==> config.mk <==
export PLATFORM = sky130hd
export DESIGN_NAME = ecc_err_logger
export DESIGN_NICKNAME = d
export VERILOG_FILES = /design/src/rtl/ecc_log_pkg.sv /design/src/rtl/ecc_capture.sv /design/src/rtl/fault_inject.sv /design/src/rtl/ecc_err_logger.sv
export SDC_FILE = /design/constraint.sdc
export NUM_CORES = 1
export LEC_CHECK = 0
export BUFFER_PORTS_ARGS = -buffer_cell sky130_fd_sc_hd__buf_2
export CORE_UTILIZATION = 51
export DETAILED_ROUTE_END_ITERATION = 8
export GPL_TIMING_DRIVEN = 1
export HOLD_SLACK_MARGIN = 0.12
export PLACE_DENSITY = 0.79
export SLEW_MARGIN = 10
export SYNTH_ARGS = -nofsm -noshare
export SYNTH_HDL_FRONTEND = slang
export SYNTH_SLANG_ARGS = --single-unit
export TNS_END_PERCENT = 20
==> constraint.sdc <==
create_clock -name clk -period 2.3 [get_ports clk]
set_clock_uncertainty 0.05 [all_clocks]
set_input_delay 0.46 -clock clk [delete_from_list [all_inputs] [get_ports clk]]
set_output_delay 0.46 -clock clk [all_outputs]
set_load 0.02 [all_outputs]
==> src/rtl/ecc_log_pkg.sv <==
package ecc_log_pkg;
  localparam int BUS_AW  = 8;
  localparam int BUS_W   = 32;
  localparam int NUM_CLS = 2;
  localparam int CE_BIT  = 6;
  localparam int UE_BIT  = 7;

  localparam logic [BUS_AW-1:0] OFS_CTRL   = 8'h00;
  localparam logic [BUS_AW-1:0] OFS_STAT   = 8'h04;
  localparam logic [BUS_AW-1:0] OFS_MASK   = 8'h08;
  localparam logic [BUS_AW-1:0] OFS_IEN    = 8'h0C;
  localparam logic [BUS_AW-1:0] OFS_IDS    = 8'h10;
  localparam logic [BUS_AW-1:0] OFS_PAT_LO = 8'h14;
  localparam logic [BUS_AW-1:0] OFS_PAT_HI = 8'h18;
  localparam logic [BUS_AW-1:0] OFS_CNT    = 8'h1C;
  localparam logic [BUS_AW-1:0] OFS_CE_ADR = 8'h20;
  localparam logic [BUS_AW-1:0] OFS_CE_DLO = 8'h24;
  localparam logic [BUS_AW-1:0] OFS_CE_DHI = 8'h28;
  localparam logic [BUS_AW-1:0] OFS_CE_SYN = 8'h2C;
  localparam logic [BUS_AW-1:0] OFS_UE_ADR = 8'h30;
  localparam logic [BUS_AW-1:0] OFS_UE_DLO = 8'h34;
  localparam logic [BUS_AW-1:0] OFS_UE_DHI = 8'h38;
  localparam logic [BUS_AW-1:0] OFS_UE_SYN = 8'h3C;
endpackage

==> src/rtl/ecc_capture.sv <==
// First-failure record for one error class.
module ecc_capture #(
  parameter int ADDR_W = 18,
  parameter int DATA_W = 64,
  parameter int SYN_W  = 8
) (
  input  logic              clk,
  input  logic              rst,
  input  logic              evt,
  input  logic              clr,
  input  logic [ADDR_W-1:0] evt_addr,
  input  logic [DATA_W-1:0] evt_data,
  input  logic [SYN_W-1:0]  evt_syn,
  output logic              flag,
  output logic [ADDR_W-1:0] cap_addr,
  output logic [DATA_W-1:0] cap_data,
  output logic [SYN_W-1:0]  cap_syn
);
  // A record is free when the flag is low or software releases it this cycle.
  logic take;
  assign take = evt && (!flag || clr);

  always_ff @(posedge clk) begin
    if (rst) begin
      flag     <= 1'b0;
      cap_addr <= '0;
      cap_data <= '0;
      cap_syn  <= '0;
    end else begin
      if (evt)      flag <= 1'b1;
      else if (clr) flag <= 1'b0;
      if (take) begin
        cap_addr <= evt_addr;
        cap_data <= evt_data;
        cap_syn  <= evt_syn;
      end
    end
  end
endmodule

==> src/rtl/fault_inject.sv <==
// Flip pattern and write countdown; the pattern is offered for one write.
module fault_inject #(
  parameter int BUS_W = 32,
  parameter int CNT_W = 24
) (
  input  logic               clk,
  input  logic               rst,
  input  logic               wr_lo,
  input  logic               wr_hi,
  input  logic               wr_cnt,
  input  logic [BUS_W-1:0]   wdata,
  input  logic               mem_wr,
  output logic [2*BUS_W-1:0] pattern,
  output logic [CNT_W-1:0]   count,
  output logic               armed,
  output logic [2*BUS_W-1:0] flip
);
  localparam int DATA_W = 2 * BUS_W;

  logic fire;
  assign fire = armed && (count == '0);

  always_ff @(posedge clk) begin
    if (rst) begin
      pattern <= '0;
      count   <= '0;
      armed   <= 1'b0;
    end else begin
      if (wr_lo) pattern[BUS_W-1:0]      <= wdata;
      if (wr_hi) pattern[DATA_W-1:BUS_W] <= wdata;
      if (wr_cnt) begin
        count <= wdata[CNT_W-1:0];
        armed <= 1'b1;
      end else if (mem_wr && armed) begin
        if (fire) armed <= 1'b0;
        else      count <= count - 1'b1;
      end
    end
  end

  assign flip = fire ? pattern : '0;
endmodule

==> src/rtl/ecc_err_logger.sv <==
module ecc_err_logger
  import ecc_log_pkg::*;
#(
  parameter int          ADDR_W    = 18,
  parameter int          SYN_W     = 8,
  parameter int          CNT_W     = 24,
  parameter logic [31:0] BASE_ADDR = 32'hFFFC0000
) (
  input  logic                clk,
  input  logic                rst,
  input  logic [BUS_AW-1:0]   bus_addr,
  input  logic                bus_we,
  input  logic [BUS_W-1:0]    bus_wdata,
  output logic [BUS_W-1:0]    bus_rdata,
  input  logic                ev_ce,
  input  logic                ev_ue,
  input  logic [ADDR_W-1:0]   ev_addr,
  input  logic [2*BUS_W-1:0]  ev_data,
  input  logic [SYN_W-1:0]    ev_syn,
  input  logic                mem_wr,
  output logic [2*BUS_W-1:0]  flip_mask,
  output logic                irq
);
  localparam int DATA_W = 2 * BUS_W;

  logic en_q;
  logic [NUM_CLS-1:0] flag, mask_q, clr, evt;
  logic [ADDR_W-1:0]  cap_addr [NUM_CLS];
  logic [DATA_W-1:0]  cap_data [NUM_CLS];
  logic [SYN_W-1:0]   cap_syn  [NUM_CLS];
  logic [DATA_W-1:0]  pattern;
  logic [CNT_W-1:0]   inj_cnt;
  logic               inj_armed;
  logic               wr_ctrl, wr_stat, wr_ien, wr_ids, wr_lo, wr_hi, cnt_wr;
  logic [BUS_W-1:0]   rd_mux;

  assign wr_ctrl = bus_we && (bus_addr == OFS_CTRL);
  assign wr_stat = bus_we && (bus_addr == OFS_STAT);
  assign wr_ien  = bus_we && (bus_addr == OFS_IEN);
  assign wr_ids  = bus_we && (bus_addr == OFS_IDS);
  assign wr_lo   = bus_we && (bus_addr == OFS_PAT_LO);
  assign wr_hi   = bus_we && (bus_addr == OFS_PAT_HI);
  assign cnt_wr  = bus_we && (bus_addr == OFS_CNT);

  always_ff @(posedge clk) begin
    if (rst) begin
      en_q   <= 1'b0;
      mask_q <= '1;
    end else begin
      if (wr_ctrl) en_q <= bus_wdata[0];
      if (wr_ien)       mask_q <= mask_q & ~bus_wdata[UE_BIT:CE_BIT];
      else if (wr_ids)  mask_q <= mask_q |  bus_wdata[UE_BIT:CE_BIT];
    end
  end

  assign clr = {NUM_CLS{wr_stat}} & bus_wdata[UE_BIT:CE_BIT];
  assign evt = {NUM_CLS{en_q}} & {ev_ue, ev_ce};

  for (genvar k = 0; k < NUM_CLS; k++) begin : g_cls
    ecc_capture #(
      .ADDR_W(ADDR_W), .DATA_W(DATA_W), .SYN_W(SYN_W)
    ) u_cap (
      .clk     (clk),
      .rst     (rst),
      .evt     (evt[k]),
      .clr     (clr[k]),
      .evt_addr(ev_addr),
      .evt_data(ev_data),
      .evt_syn (ev_syn),
      .flag    (flag[k]),
      .cap_addr(cap_addr[k]),
      .cap_data(cap_data[k]),
      .cap_syn (cap_syn[k])
    );
  end

  fault_inject #(.BUS_W(BUS_W), .CNT_W(CNT_W)) u_inj (
    .clk    (clk),
    .rst    (rst),
    .wr_lo  (wr_lo),
    .wr_hi  (wr_hi),
    .wr_cnt (cnt_wr),
    .wdata  (bus_wdata),
    .mem_wr (mem_wr),
    .pattern(pattern),
    .count  (inj_cnt),
    .armed  (inj_armed),
    .flip   (flip_mask)
  );

  always_comb begin
    rd_mux = '0;
    case (bus_addr)
      OFS_CTRL:   rd_mux[0] = en_q;
      OFS_STAT:   rd_mux[UE_BIT:CE_BIT] = flag;
      OFS_MASK:   rd_mux[UE_BIT:CE_BIT] = mask_q;
      OFS_PAT_LO: rd_mux = pattern[BUS_W-1:0];
      OFS_PAT_HI: rd_mux = pattern[DATA_W-1:BUS_W];
      OFS_CNT:    rd_mux = BUS_W'(inj_cnt);
      OFS_CE_ADR: rd_mux = BASE_ADDR | BUS_W'(cap_addr[0]);
      OFS_CE_DLO: rd_mux = cap_data[0][BUS_W-1:0];
      OFS_CE_DHI: rd_mux = cap_data[0][DATA_W-1:BUS_W];
      OFS_CE_SYN: rd_mux = BUS_W'(cap_syn[0]);
      OFS_UE_ADR: rd_mux = BASE_ADDR | BUS_W'(cap_addr[1]);
      OFS_UE_DLO: rd_mux = cap_data[1][BUS_W-1:0];
      OFS_UE_DHI: rd_mux = cap_data[1][DATA_W-1:BUS_W];
      OFS_UE_SYN: rd_mux = BUS_W'(cap_syn[1]);
      default:    rd_mux = '0;
    endcase
  end

  always_ff @(posedge clk) begin
    if (rst) bus_rdata <= '0;
    else     bus_rdata <= rd_mux;
  end

  assign irq = |(flag & ~mask_q);
endmodule

==> impl_metrics.yaml <==
setup_path:
  end_kind: "primary output"
  crit_top_cell: "buf_6"
  crit_buf_inv: 3
  crit_chain: "nor4_4, nand3_2, nor3_4, buf_6, buf_6, and2_2, buf_4"
  setup.worst_path.class: "flop to primary output"
  crit_cells: 7
  cpMaxStageDelayCell: "dfxtp_2"
  start_kind: "flop"
  worstPathRequired_ps: 1790
  path_max_fanout: 10
  rr_worst_depth: 8
  arrival_ps: 2220
  cp_top_family: "simple AND/OR/NAND/NOR gates"
  max_stage_delay_ps: 340
sta:
  fin_crit_sh_pct: 119
  relSlewSlack_pct: 51.8
  timing.fmax_mhz: 367
  report.final.slew_viol_count: 0
  rsz0062_at_grt: "yes"
  setup_ws_ps: -426
  fin_crit_ps: 2730
  setup_viol: 73
  worst_pin_slew_ps: 723
  hold_viol: 0
global_routing:
  grt_pass1_vias: 13200
  antenna_found_initial: 1
  grt_overflow_total: 0
  grt_pass1_wl_um: 73700
  groute.usage.overall_pct: 35.4
  grt_start_max_net_pins: 105
layout:
  antenna_cells: 0
  area_delta_synth_final_pct: 35.3
  layout-drive-gt1-share_pct: 25.6
  nets: 2198
  final_core_util_pct: 70.1
  fillers: 2065
route:
  routedWlPerCell_um: 20.5
  drc_errors: 0
  routed_via_density: 5.95
  top_layer_used: "met4"
  dr_wl_met2_um: 22400
  antenna_left: 0
  dr.pass1.iters: 8
  drtIter0Drc: 1837
  via_count: 14400
  totalWireLength_um: 49600
  wl_met3_um: 5030
  met1_length_um: 20600
synthesis:
  synth_seq_cells: 306
  async_flop_share_pct: 0
  synthDistinctLibCells: 77
  synth_area_mm2: 0.0135
  synth.avg_cell_area_um2: 7.89
  synthCells: 1706
  synth_nets: 1844
  synth-main-ff-cell: "dfxtp_1"
  yosysWarnings: 0
  yosys.area.top_type: "dfxtp_1"
  synth_top_area_share_pct: 45.5
  ys_seq_area_share_pct: 45.5
  synth_edf_count: 0
  yosys-top-cells-area: "dfxtp_1, nand2_1, a21oi_1"
cts:
  cts_buffers: 30
  root_buffer: "clkbuf_16"
  clock_latency_ps: 550
  clockBufferDepth: 3
  clk_pin_slew_ps: 60
  h-tree-depth: 1
  clock_sinks: 306
  cts_tree: "built"
placement:
  place_congestion: 0.956
  hpwl_um: 34000
  io_buffers: 232
floorplanning:
  io_pins: 233
  die-height_um: 164
  initial_core_util_pct: 51.8
  std_cell_rows: 59
  core-area_mm2: 0.0260
  die-area_mm2: 0.0271
  die_x_um: 164
pwr:
  p_leak_uw: 0.00674
  power.density_mw_per_mm2: 594
  peakVddDrop_mv: 0.582
  p_total_uw: 10800
outcome:
  status: "finished, violations left"
  violations: "setup timing"
min_path:
  hold_class: "input port to flop"
  hold_depth: 3
job:
  cap_violations: 0
==> synthesized netlist by cell type, types with 4 or more instances <==
cell type,number
a221oi_1,11
dfxtp_1,306
a21oi_1,284
o21ai_0,12
a41oi_1,6
buf_2,50
inv_1,4
a222oi_1,10
o31ai_1,11
and3_1,6
mux2_2,10
buf_1,4
clkbuf_1,85
nand3_1,7
or3_1,4
xnor2_1,4
o21ai_1,5
a22o_1,19
nand2_1,529
nor3_1,8
nor2_1,50
a211oi_1,11
and2_1,72
or2_2,5
a32oi_1,4
a22oi_1,41
mux2i_1,17
or4_1,9
a311oi_1,20
nand3b_1,6
o2bb2ai_1,7
a31oi_1,17
==> cells by family (layout without fill, tap and decap cells) <==
family	count (synthesis)	after routing	synth area share, %
xor+xnor	4	4	0.260
compound gates	484	484	22.5
simple gates	735	735	24.5
mux	28	28	2.27
flops	306	306	45.5
fa+ha+maj	2	2	0.186
buf+inv	147	523	4.76
==> power by group <==
| part | total [uW] | switching, uW | internal, uW |
|---|---|---|---|
| clock | 4860 | 2060 | 2800 |
| combinational | 646 | 344 | 302 |
| sequential | 5310 | 4.80 | 5300 |
==> registers in the layout (all words and copies together), names as in the netlist, named ones only <==
signal / flops
g_cls.u_cap.cap_addr: 36
en_q: 1
g_cls.u_cap.cap_syn: 16
u_inj.armed: 1
g_cls.u_cap.flag: 2
g_cls.u_cap.cap_data: 128
u_inj.count: 24
bus_rdata: 32
u_inj.pattern: 64
==> cells in the final DEF, fill, tap and decap left out, drive strengths merged, types with 18 or more instances in the layout <==
cell type    count
a21oi          284
a22o            20
a22oi           41
a311oi          22
and2            72
buf            367
clkbuf          50
dfxtp          306
dlygate4sd3     96
nand2          530
nor2            52
o21ai           18
==> worst min-delay path: stages <==
cell     delay (ps)
buf_2           120
nand2_1          50
a21oi_1          50
==> repair_timing <==
action                                  4_1_cts  5_1_grt
cloned                                        2        2
hold buffers                                 95        1
setup buffers                                 5        1
endpoints found under the hold margin       162        1
endpoints found under the setup margin       70       74
pin swaps                                     8       10
gates resized for setup                      41       98
==> metal layers <==
| layer | vias to the layer above | global-route usage, % |
|---|---|---|
| met3 | 121 | 5.70 |
| li1 | 6611 | - |
| met5 | - | 0 |
| met2 | 812 | 54.9 |
| met1 | 6838 | 50.2 |
| met4 | 0 | 11.5 |
==> area by class of cell <==
cell class	count	area (um^2)	area share [%]
multi-input cells	1253	6890	37.8
flip-flops and latches	306	6130	33.7
repair buffers	465	3790	20.8
clock buffers	48	910	4.99
well taps	335	419	2.30
clock inverters	6	57.6	0.316
inverters	4	15.0	0.0824
==> stage by stage <==
step	cells	setup slack [ps]	hold slack [ps]	area [um^2]	TNS [ps]
floorplan	1706	-41.2	383	13500	-2060
global placement	2257	-12.1	390	15800	-12.1
detailed placement	2257	-115	396	15800	-608
CTS	2413	-379	121	17900	-22910
global route	2417	-467	127	18200	-29430
finish	2417	-426	127	18200	-24700
==> path summary, 6_finish.rpt <==
kind | start | end | slack [ps]
worst max-delay path | u_inj.count[8] | flip_mask[13] | -430
worst min-delay path | bus_wdata[1] | u_inj.pattern[33] | 130
worst min register to register | g_cls[1].u_cap.cap_data[22] | g_cls[1].u_cap.cap_data[22] | 400
worst max register to register | u_inj.count[8] | u_inj.count[12] | -160
(Power assumes the default switching activity.)
